### config.mk
export PLATFORM = sky130hd
export DESIGN_NAME = ext_irq_ctrl
export DESIGN_NICKNAME = d
export VERILOG_FILES = /design/src/rtl/ext_irq_pkg.sv /design/src/rtl/ext_irq_sync.sv /design/src/rtl/ext_irq_line.sv /design/src/rtl/ext_irq_regfile.sv /design/src/rtl/ext_irq_ctrl.sv
export SDC_FILE = /design/constraint.sdc
export NUM_CORES = 1
export LEC_CHECK = 0
export ABC_CLOCK_PERIOD_IN_PS = 1400
export BUFFER_PORTS_ARGS = -buffer_cell sky130_fd_sc_hd__buf_2
export CORE_MARGIN = 2
export CORE_UTILIZATION = 50
export CTS_CLUSTER_DIAMETER = 40
export DETAILED_ROUTE_END_ITERATION = 7
export PLACE_DENSITY = 0.77
export SYNTH_ARGS = -nofsm -noshare
export SYNTH_HDL_FRONTEND = slang
export SYNTH_SLANG_ARGS = --single-unit
export TNS_END_PERCENT = 5
### constraint.sdc
create_clock -name clk -period 1.4 [get_ports clk]
set_input_delay 0.14 -clock clk [delete_from_list [all_inputs] [get_ports clk]]
set_output_delay 0.14 -clock clk [all_outputs]
set_load 0.02 [all_outputs]
### src/rtl/ext_irq_pkg.sv
// Shared types for the external interrupt controller.
// Assumes three type bits per line: level select, polarity, both-edge.
package ext_irq_pkg;

    typedef struct packed {
        logic lvl;   // 1: level triggered
        logic sns;   // polarity: 1 high/rising, 0 low/falling
        logic both;  // 1: either edge
    } trig_cfg_t;

    localparam trig_cfg_t TRIG_RESET = '{lvl: 1'b1, sns: 1'b0, both: 1'b0};

    // Both-edge may not be combined with level or polarity.
    function automatic logic trig_ok(input trig_cfg_t t);
        return !(t.both && (t.lvl || t.sns));
    endfunction

endpackage

### src/rtl/ext_irq_sync.sv
// Two-flop synchronizer plus one history stage per pin.
// Assumes pins are asynchronous; outputs are the current and previous samples.
module ext_irq_sync #(
    parameter int W = 6
) (
    input  logic         clk,
    input  logic         rst_n,
    input  logic [W-1:0] pin_i,
    output logic [W-1:0] smp_o,
    output logic [W-1:0] prev_o
);
    logic [W-1:0] meta_q;
    logic [W-1:0] smp_q;
    logic [W-1:0] prev_q;

    // Shift pins through the synchronizer and the history stage.
    always_ff @(posedge clk) begin
        if (!rst_n) begin
            meta_q <= '0;
            smp_q  <= '0;
            prev_q <= '0;
        end else begin
            meta_q <= pin_i;
            smp_q  <= meta_q;
            prev_q <= smp_q;
        end
    end

    assign smp_o  = smp_q;
    assign prev_o = prev_q;
endmodule

### src/rtl/ext_irq_line.sv
// One interrupt line: holds enable and trigger type, detects events,
// latches edges until cleared, and forms the masked request.
// Assumes smp_i/prev_i are already synchronous to clk.
module ext_irq_line
    import ext_irq_pkg::*;
(
    input  logic      clk,
    input  logic      rst_n,
    input  logic      smp_i,
    input  logic      prev_i,
    input  logic      cfg_wr_i,
    input  logic      mask_wd_i,
    input  trig_cfg_t trig_wd_i,
    input  logic      clr_i,
    output logic      mask_o,
    output trig_cfg_t trig_o,
    output logic      status_o,
    output logic      req_o
);
    logic      mask_q;
    trig_cfg_t trig_q;
    logic      latch_q;
    logic      rise, fall, hit;

    // Edge classification against the programmed type.
    always_comb begin
        rise = smp_i && !prev_i;
        fall = !smp_i && prev_i;
        if (trig_q.lvl)       hit = 1'b0;
        else if (trig_q.both) hit = rise || fall;
        else if (trig_q.sns)  hit = rise;
        else                  hit = fall;
    end

    // Configuration update; an illegal type leaves the old one in place.
    always_ff @(posedge clk) begin
        if (!rst_n) begin
            mask_q <= 1'b0;
            trig_q <= TRIG_RESET;
        end else if (cfg_wr_i) begin
            mask_q <= mask_wd_i;
            if (trig_ok(trig_wd_i)) trig_q <= trig_wd_i;
        end
    end

    // Edge latch: flushed in level mode, set wins over clear.
    always_ff @(posedge clk) begin
        if (!rst_n)           latch_q <= 1'b0;
        else if (trig_q.lvl)  latch_q <= 1'b0;
        else if (hit)         latch_q <= 1'b1;
        else if (clr_i)       latch_q <= 1'b0;
    end

    // Status is the live level or the held edge.
    assign status_o = trig_q.lvl ? (smp_i == trig_q.sns) : latch_q;
    assign req_o    = status_o && mask_q;
    assign mask_o   = mask_q;
    assign trig_o   = trig_q;

    a_r9_bad_type_kept: assert property (@(posedge clk) disable iff (!rst_n)
        (cfg_wr_i && !trig_ok(trig_wd_i)) |=> $stable(trig_q));
    a_r4_edge_held: assert property (@(posedge clk) disable iff (!rst_n)
        (latch_q && !clr_i && !trig_q.lvl) |=> latch_q);
    a_r7_clear_drops: assert property (@(posedge clk) disable iff (!rst_n)
        (clr_i && !hit) |=> !latch_q);
    a_r12_level_flush: assert property (@(posedge clk) disable iff (!rst_n)
        trig_q.lvl |=> !latch_q);
endmodule

### src/rtl/ext_irq_regfile.sv
// Word decode for the configuration interface: splits writes into per-line
// strobes and fields, and assembles the read word for the selected index.
// Assumes 6*PER_REG <= DATA_W; positions without a line read 0.
module ext_irq_regfile
    import ext_irq_pkg::*;
#(
    parameter int NUM_LINES = 6,
    parameter int PER_REG   = 4,
    parameter int DATA_W    = 32,
    parameter int IDX_W     = 1
) (
    input  logic                        wr_i,
    input  logic [IDX_W-1:0]            wr_idx_i,
    input  logic [DATA_W-1:0]           wdata_i,
    input  logic [IDX_W-1:0]            rd_idx_i,
    input  logic [NUM_LINES-1:0]        mask_i,
    input  trig_cfg_t [NUM_LINES-1:0]   trig_i,
    input  logic [NUM_LINES-1:0]        status_i,
    output logic [NUM_LINES-1:0]        line_wr_o,
    output logic [NUM_LINES-1:0]        clr_o,
    output logic [NUM_LINES-1:0]        mask_wd_o,
    output trig_cfg_t [NUM_LINES-1:0]   trig_wd_o,
    output logic [DATA_W-1:0]           rdata_o
);
    localparam int F_STAT = 0;
    localparam int F_CLR  = PER_REG;
    localparam int F_MASK = 2 * PER_REG;
    localparam int F_SNS  = 3 * PER_REG;
    localparam int F_BOTH = 4 * PER_REG;
    localparam int F_LVL  = 5 * PER_REG;

    logic unused_wdata;
    assign unused_wdata = ^wdata_i;

    for (genvar g = 0; g < NUM_LINES; g++) begin : g_line
        localparam int RI = g / PER_REG;
        localparam int BP = g % PER_REG;
        assign line_wr_o[g] = wr_i && (wr_idx_i == IDX_W'(RI));
        assign clr_o[g]     = line_wr_o[g] && wdata_i[F_CLR+BP];
        assign mask_wd_o[g] = wdata_i[F_MASK+BP];
        assign trig_wd_o[g] = '{lvl:  wdata_i[F_LVL+BP],
                                sns:  wdata_i[F_SNS+BP],
                                both: wdata_i[F_BOTH+BP]};
    end

    // Read mux: place each line of the selected word at its position.
    always_comb begin
        rdata_o = '0;
        for (int i = 0; i < NUM_LINES; i++) begin
            if (rd_idx_i == IDX_W'(i / PER_REG)) begin
                rdata_o[F_STAT + i % PER_REG] = status_i[i];
                rdata_o[F_MASK + i % PER_REG] = mask_i[i];
                rdata_o[F_SNS  + i % PER_REG] = trig_i[i].sns;
                rdata_o[F_BOTH + i % PER_REG] = trig_i[i].both;
                rdata_o[F_LVL  + i % PER_REG] = trig_i[i].lvl;
            end
        end
    end
endmodule

### src/rtl/ext_irq_ctrl.sv
// Top of the external interrupt controller: synchronizer, per-line
// trigger logic, configuration words and direct/aggregator routing.
// Assumes a single clock and synchronous active-low reset.
module ext_irq_ctrl
    import ext_irq_pkg::*;
#(
    parameter int  NUM_LINES = 6,
    parameter int  PER_REG   = 4,
    parameter int  DATA_W    = 32,
    localparam int NUM_REGS  = (NUM_LINES + PER_REG - 1) / PER_REG,
    localparam int IDX_W     = (NUM_REGS > 1) ? $clog2(NUM_REGS) : 1
) (
    input  logic                 clk,
    input  logic                 rst_n,
    input  logic [NUM_LINES-1:0] pin_i,
    input  logic                 cascade_i,
    input  logic                 cfg_wr_i,
    input  logic [IDX_W-1:0]     cfg_wr_idx_i,
    input  logic [DATA_W-1:0]    cfg_wdata_i,
    input  logic [IDX_W-1:0]     cfg_rd_idx_i,
    output logic [DATA_W-1:0]    cfg_rdata_o,
    output logic [NUM_LINES-1:0] cpu_irq_o,
    output logic [NUM_LINES-1:0] agg_req_o,
    output logic [NUM_LINES-1:0] agg_en_o
);
    logic [NUM_LINES-1:0]      smp, prev;
    logic [NUM_LINES-1:0]      line_wr, line_clr, mask_wd;
    trig_cfg_t [NUM_LINES-1:0] trig_wd, trig_cur;
    logic [NUM_LINES-1:0]      line_mask, line_stat, line_req;

    ext_irq_sync #(.W(NUM_LINES)) u_sync (
        .clk(clk), .rst_n(rst_n), .pin_i(pin_i), .smp_o(smp), .prev_o(prev)
    );

    ext_irq_regfile #(
        .NUM_LINES(NUM_LINES), .PER_REG(PER_REG), .DATA_W(DATA_W), .IDX_W(IDX_W)
    ) u_regs (
        .wr_i(cfg_wr_i), .wr_idx_i(cfg_wr_idx_i), .wdata_i(cfg_wdata_i),
        .rd_idx_i(cfg_rd_idx_i), .mask_i(line_mask), .trig_i(trig_cur),
        .status_i(line_stat), .line_wr_o(line_wr), .clr_o(line_clr),
        .mask_wd_o(mask_wd), .trig_wd_o(trig_wd), .rdata_o(cfg_rdata_o)
    );

    for (genvar g = 0; g < NUM_LINES; g++) begin : g_line
        ext_irq_line u_line (
            .clk(clk), .rst_n(rst_n), .smp_i(smp[g]), .prev_i(prev[g]),
            .cfg_wr_i(line_wr[g]), .mask_wd_i(mask_wd[g]), .trig_wd_i(trig_wd[g]),
            .clr_i(line_clr[g]), .mask_o(line_mask[g]), .trig_o(trig_cur[g]),
            .status_o(line_stat[g]), .req_o(line_req[g])
        );
    end

    // Route requests to processor inputs or to the aggregator.
    always_comb begin
        cpu_irq_o = cascade_i ? '0 : line_req;
        agg_req_o = cascade_i ? line_req  : '0;
        agg_en_o  = cascade_i ? line_mask : '0;
    end

    a_r8_req_needs_enable: assert property (@(posedge clk) disable iff (!rst_n)
        (line_req & ~line_mask) == '0);
    a_r11_direct_quiet: assert property (@(posedge clk) disable iff (!rst_n)
        cascade_i |-> (cpu_irq_o == '0));
    a_r11_agg_quiet: assert property (@(posedge clk) disable iff (!rst_n)
        !cascade_i |-> (agg_req_o == '0 && agg_en_o == '0));
endmodule

==> metrics.txt, run 1 <==
status=complete, but fails checks; failing checks=negative setup slack; number of iterations in the first detailed-routing pass=4; CTS clk-pin slew, worst paths=90 ps; Post-Synthesis Cell Area=2580 sq um; final setup margin=-100 ps; FFs w/ async S/R, synth=0; Num CTS Buffers=5; post-synth top area share=0.372; synth top area cells=dfxtp_1 37%, and2_1 6.8%, mux2_2 6.1%; CP max-delay cell=dfxtp_4; Yosys Warn Count=0; H-tree Lvls=2; Worst Clk Skew=1.85 ps; Worst VDD drop=0.655 mV; DIE WIDTH=75.9 um; fin nets=402; area delta synth->final=21.5%; vias per cell=5.00; final hold vios=0; CP Data Required Time=1260 ps; Non-Filler Instances=417; dpl hpwl=3900 um; cell taking the most area after synthesis=dfxtp_1; clk buf depth=2; R2R cell count=5; WHS=37.0 ps; vias in the first global route=1914; Vert. Die Dim=75.9 um; setup TNS=-419 ps; Final Cycle Share=1.07; Post-Syn Instances=279; fin crit period=1500 ps; port bufs=69; Main synth FF type=dfxtp_1; crit path max fanout=5; Seq/Total Area, Yosys=0.372; initial antenna violation count=0; antenna diode count=0; critical path type=reg2out; first-pass GRT wire length=8870 um; synth unique cells=32; CTS tree=done; DR WL/cell=12.6 um; total core area=5040 sq um; Initial Utilization=0.513; root buffer cell=clkbuf_8; CP max stage delay=370 ps; Leakage=1.38 nW; Avg Synthesized Cell Area=9.27 sq um; critical path capture point type=output pin; number of synthesized flops with an enable pin=0; Synth Register Bits=48; CP Launch Type=register; largest net degree at the start of global routing=25; FILL cells=431; cells along the critical path=xnor2_2 -> mux2i_2 -> nor3b_1 -> buf_2; Sink Count=48; Die Area=5760 sq um; total global routing overflow=0; final setup fails=10; RSZ-0062 raised after global routing=yes; GRT Overall Usage=0.191; DR DRC count=0; Max-Cap Viols=0; vias=2083; RePlAce Congestion=0.834; placed cells=407; arrival time worst endpoint=1360 ps; power per cell area=897 nW/um^2; worst hold path cell count=2; Antenna Nets Post-Route=0; Fmax=667 MHz; clk_lat worst skew=300 ps; worst min-delay path category=in2reg; layout cells sized above 1=0.386; WL final=5270 um; I/O pins=94; Max Slew Vio Count=0; FP Rows=26; Pwr Total=0.00282 W; DRT iter0 DRCs=119; Util after Layout=0.623
-- cell usage in the layout (no fill, tap or decap) --
master	n
buf_2	65
dfxtp_1	33
and2_1	28
o21ai_0	24
nor2b_1	18
inv_1	16
mux2_2	14
nand2_1	13
ha_1	12
conb_1	12
nor3b_1	9
dfxtp_2	9
buf_4	9
a21boi_0	8
xnor2_2	6
mux2i_1	6
o221a_2	6
nand2b_1	6
a21oi_1	6
clkbuf_8	6
dfxtp_4	6
mux2i_2	5
nor2_1	4
nor3_2	4
o22ai_1	4
nand3_1	2
nor3_1	2
and3b_1	2
a21o_1	2
a211oi_1	2
o21ai_1	2
clkbuf_1	2
nor3b_2	1
mux2i_4	1
nand2b_4	1
buf_6	1
-- area by class of cell --
| class | count | area, sq um | share of cell area |
|---|---|---|---|
| clock buffer | 8 | 90.1 | 0.0287 |
| inverter | 16 | 60.1 | 0.0191 |
| timing repair buffer | 75 | 404 | 0.129 |
| multi-input combinational | 200 | 1510 | 0.479 |
| tap | 70 | 87.6 | 0.0279 |
| sequential | 48 | 995 | 0.317 |
-- power breakdown --
part	total [W]	switching (W)	internal, W	leakage (nW)
combinational	0.000502	0.000281	0.000220	0.939
clock	0.000850	0.000446	0.000403	0.0455
sequential	0.00147	0.0000511	0.00141	0.398
total	0.00282	0.000778	0.00204	1.38
-- path summary, 6_finish.rpt --
kind	start	endpoint	slack [ps]
setup / recovery	g_line[3].u_line.trig_o[1]$_SDFFE_PN0P_	cpu_irq_o[3]	-100
hold / removal	pin_i[3]	u_sync.meta_q[3]$_SDFF_PN0_	40
setup reg to reg	u_sync.smp_o[1]$_SDFF_PN0_	g_line[1].u_line.latch_q$_SDFFE_PP0P_	190
hold reg to reg	u_sync.meta_q[0]$_SDFF_PN0_	u_sync.smp_o[0]$_SDFF_PN0_	440
-- flip-flops by register name, summed over array words and instances (netlist names) --
signal / count
g_line.u_line.trig_o: 18
g_line.u_line.latch_q: 6
g_line.u_line.mask_o: 6
u_sync.meta_q: 6
u_sync.prev_o: 6
u_sync.smp_o: 6
-- cells in the mapped netlist, drive strengths merged (7+ instances only) --
| cell | instances |
|---|---|
| mux2 | 14 |
| nor3b | 10 |
| ha | 12 |
| dfxtp | 48 |
| clkbuf | 7 |
| o21ai | 26 |
| inv | 16 |
| buf | 19 |
| and2 | 28 |
| nand2b | 7 |
| a21boi | 8 |
| nor2b | 18 |
| nand2 | 13 |
| mux2i | 12 |
-- cell families (layout without fill, tap and decap cells) --
kind of cell             Yosys count  count (layout)  share of synthesized area
AO/OA/AOI/OAI                     54              54                      0.133
other                              1              12                    0.00145
adder cells (fa/ha/maj)           12              12                     0.0581
AND/OR/NAND/NOR                   90              90                      0.215
XOR/XNOR                           6               6                     0.0203
buffers and inverters             42              99                     0.0934
flip-flops                        48              48                      0.372
multiplexers                      26              26                      0.107
-- metal layers --
| metal | wire [um] | vias to the layer above | track usage |
|---|---|---|---|
| met2 | 2490 | 73 | 0.320 |
| met4 | 80 | 0 | 0.0618 |
| met1 | 2310 | 950 | 0.244 |
| li1 | - | 1052 | - |
| met3 | 399 | 8 | 0.0464 |
| met5 | 0 | - | 0 |
-- per-stage QoR --
stage / cell area (sq um) / setup slack, ps
after global routing: 3140 / -129
after global placement: 2910 / 162
after floorplan: 2630 / 127
final: 3140 / -100
after CTS: 3060 / -91.9
after detailed placement: 2910 / 133
-- what timing repair did --
item / in CTS / in global routing
hold buffers: 0 / 0
pin swaps: 5 / 3
setup endpoints to repair: 16 / 16
buffers inserted: 2 / 0
endpoints found under the hold margin: 0 / 0
resized for setup: 20 / 20
-- worst max-delay path, delay by kind of cell, from the launching register on --
kind | cells | cell delay, ps
flops | 1 | 370
mux | 1 | 100
xor+xnor | 1 | 160
simple gates | 1 | 220
buf+inv | 1 | 200
Note: power is estimated with default switching activity, not from simulation.
==> run 2, diff against run 1 <==
==> constraint.sdc (replaced) <==
create_clock -name clk -period 1.4 [get_ports clk]
set_input_delay 0.28 -clock clk [delete_from_list [all_inputs] [get_ports clk]]
set_output_delay 0.28 -clock clk [all_outputs]
set_load 0.02 [all_outputs]
==> run 2 against run 1 <==
- the flow still finishes with violations (negative setup slack)
- first-iteration DRC count down 20%
- critical path depth is the same
- register-to-register slack worse by 50 ps
- power increased by 6.3%
- worst setup slack worse by 100 ps
- sequential share of layout area decreased by 1.0 points
- combinational power up 5.8%
==> metrics.txt, run 2 (synthesis gave the netlist of run 1 again) <==
busiest grt layer=met2; critical path capture point type=output pin; met3 Track Usage GR=0.0440 (-0.00238); clk_lat worst skew=300 ps (about the same); commonest non-fill, non-tap cells in the layout=61 x buf_2, 28 x and2_1, 27 x dfxtp_1; root buffer cell=clkbuf_8; DRT iter0 DRCs=95 (-20%); area delta synth->final=25.6%; vias=2086 (+0.14%); final setup fails=18 (+8); worst min-delay path category=in2reg; RePlAce Congestion=0.821 (-1.6%); total core area=5040 sq um (unchanged); vias in the first global route=1856 (-3.0%); Die Area=5760 sq um (unchanged); Max Slew Vio Count=0 (unchanged); antenna diode count=0 (unchanged); CTS clk-pin slew, worst paths=90 ps (about the same); power per cell area=923 nW/um^2 (+2.9%); final setup margin=-203 ps (-103 ps); failing checks=negative setup slack; DR DRC count=0 (unchanged); critical path type=reg2out; Vert. Die Dim=75.9 um (unchanged); max FFs per register=18 (unchanged); GRT Overall Usage=0.186 (-0.00520); DR WL/cell=13.1 um (+3.3%); total global routing overflow=0 (unchanged); most common cell after layout, fill and taps aside=buf_2; DIE WIDTH=75.9 um (unchanged); status=complete, but fails checks; layout cells sized above 1=0.435 (+0.0485); final hold vios=0 (unchanged); Antenna Nets Post-Route=0 (unchanged); FP Rows=26 (unchanged); I/O pins=94 (unchanged); first-pass GRT wire length=8710 um (-1.8%); RSZ-0062 raised after global routing=yes; vias per cell=4.94 (-1.0%); initial antenna violation count=0 (unchanged); FILL cells=434 (+0.70%); number of iterations in the first detailed-routing pass=4 (unchanged); largest net degree at the start of global routing=49 (+96%); met1 usage=0.246 (+0.00169); hold buffer count at CTS=0 (unchanged); Sink Count=48 (unchanged); port bufs=69 (unchanged); Util after Layout=0.644 (+0.0206); final instance area=3250 sq um (+3.3%); H-tree Lvls=2 (unchanged); Initial Utilization=0.513 (unchanged); Num CTS Buffers=5 (unchanged); crit path max fanout=4 (-1); met2 GRT Util=0.307 (-0.0125); Fmax=624 MHz (-6.4%); fin nets=407 (+1.2%); CP Data Required Time=1120 ps (-140 ps); fin crit period=1600 ps (+103 ps); dpl hpwl=3890 um (about the same); Max-Cap Viols=0 (unchanged); placed cell area=2980 sq um (+2.3%); Worst Clk Skew=5.05 ps (+3.20 ps); CTS tree=done; Worst VDD drop=0.604 mV (-7.7%); Leakage=1.43 nW (+3.3%); arrival time worst endpoint=1320 ps (-40 ps); Final Cycle Share=1.14 (+0.0733); clk buf depth=2 (unchanged); WL final=5510 um (+4.5%); CP Launch Type=register; Setup Buffers After CTS=0 (-2)
[run 2: cell count changes in the layout (fill, tap and decap cells not counted), sizes merged]
cell / change
buf: +4
bufinv: +1
clkbuf: -2
clkinv: +1
clkinvlp: +1
[run 2: metrics by stage]
stage	total power, W	setup slack, ps	std cells	TNS [ps]	hold WS (ps)
floorplan	0.00184	-45.8	290	-226	407
CTS	0.00297	-239	422	-2850	171
global route	0.00312	-260	422	-3630	170
detailed placement	0.00198	29.3	414	0	418
finish	0.00299	-203	422	-2490	178
global placement	0.00197	16.8	414	0	415
[run 2: repair_timing]
action,4_1_cts,5_1_grt
gates resized for setup,10,42
setup endpoints to repair,18,26
pin swaps,0,5
[run 2: layout make-up]
cell class,instances,area (sq um),area share
Multi-Input combinational cell,200,1530,0.471
Sequential cell,48,995,0.306
Timing Repair Buffer,80,464,0.143
Tap cell,70,87.6,0.0270
Clock buffer,5,68.8,0.0212
Inverter,16,60.1,0.0185
Clock inverter,3,42.5,0.0131
[run 2: final timing paths]
path                                     from                               endpoint  slack [ps]  depth (start not counted)
setup / recovery   u_sync.smp_o[4]$_SDFF_PN0_                         cfg_rdata_o[0]        -200                          4
hold / removal                       pin_i[0]            u_sync.meta_q[0]$_SDFF_PN0_         180                          2
setup reg to reg   u_sync.smp_o[5]$_SDFF_PN0_  g_line[5].u_line.latch_q$_SDFFE_PP0P_         140                          5
hold reg to reg   u_sync.meta_q[2]$_SDFF_PN0_             u_sync.smp_o[2]$_SDFF_PN0_         440                          1
[run 2: per-layer routing]
layer,wire [um],vias to the layer above
met3,267,5
met5,0,-
met4,53,0
met1,2600,965
met2,2590,58
li1,-,1058
[run 2: critical path, cell delays in order (launching register included)]
cell     delay (ps)
dfxtp_4         370
xnor2_2         130
mux2i_2         230
mux2i_1         110
buf_2           170
[run 2: report_power, final]
| part | total, W | internal [W] | switching, W |
|---|---|---|---|
| clock network | 0.000999 | 0.000529 | 0.000470 |
| logic | 0.000531 | 0.000236 | 0.000296 |
| registers | 0.00146 | 0.00142 | 0.0000463 |
| total | 0.00299 | 0.00218 | 0.000812 |
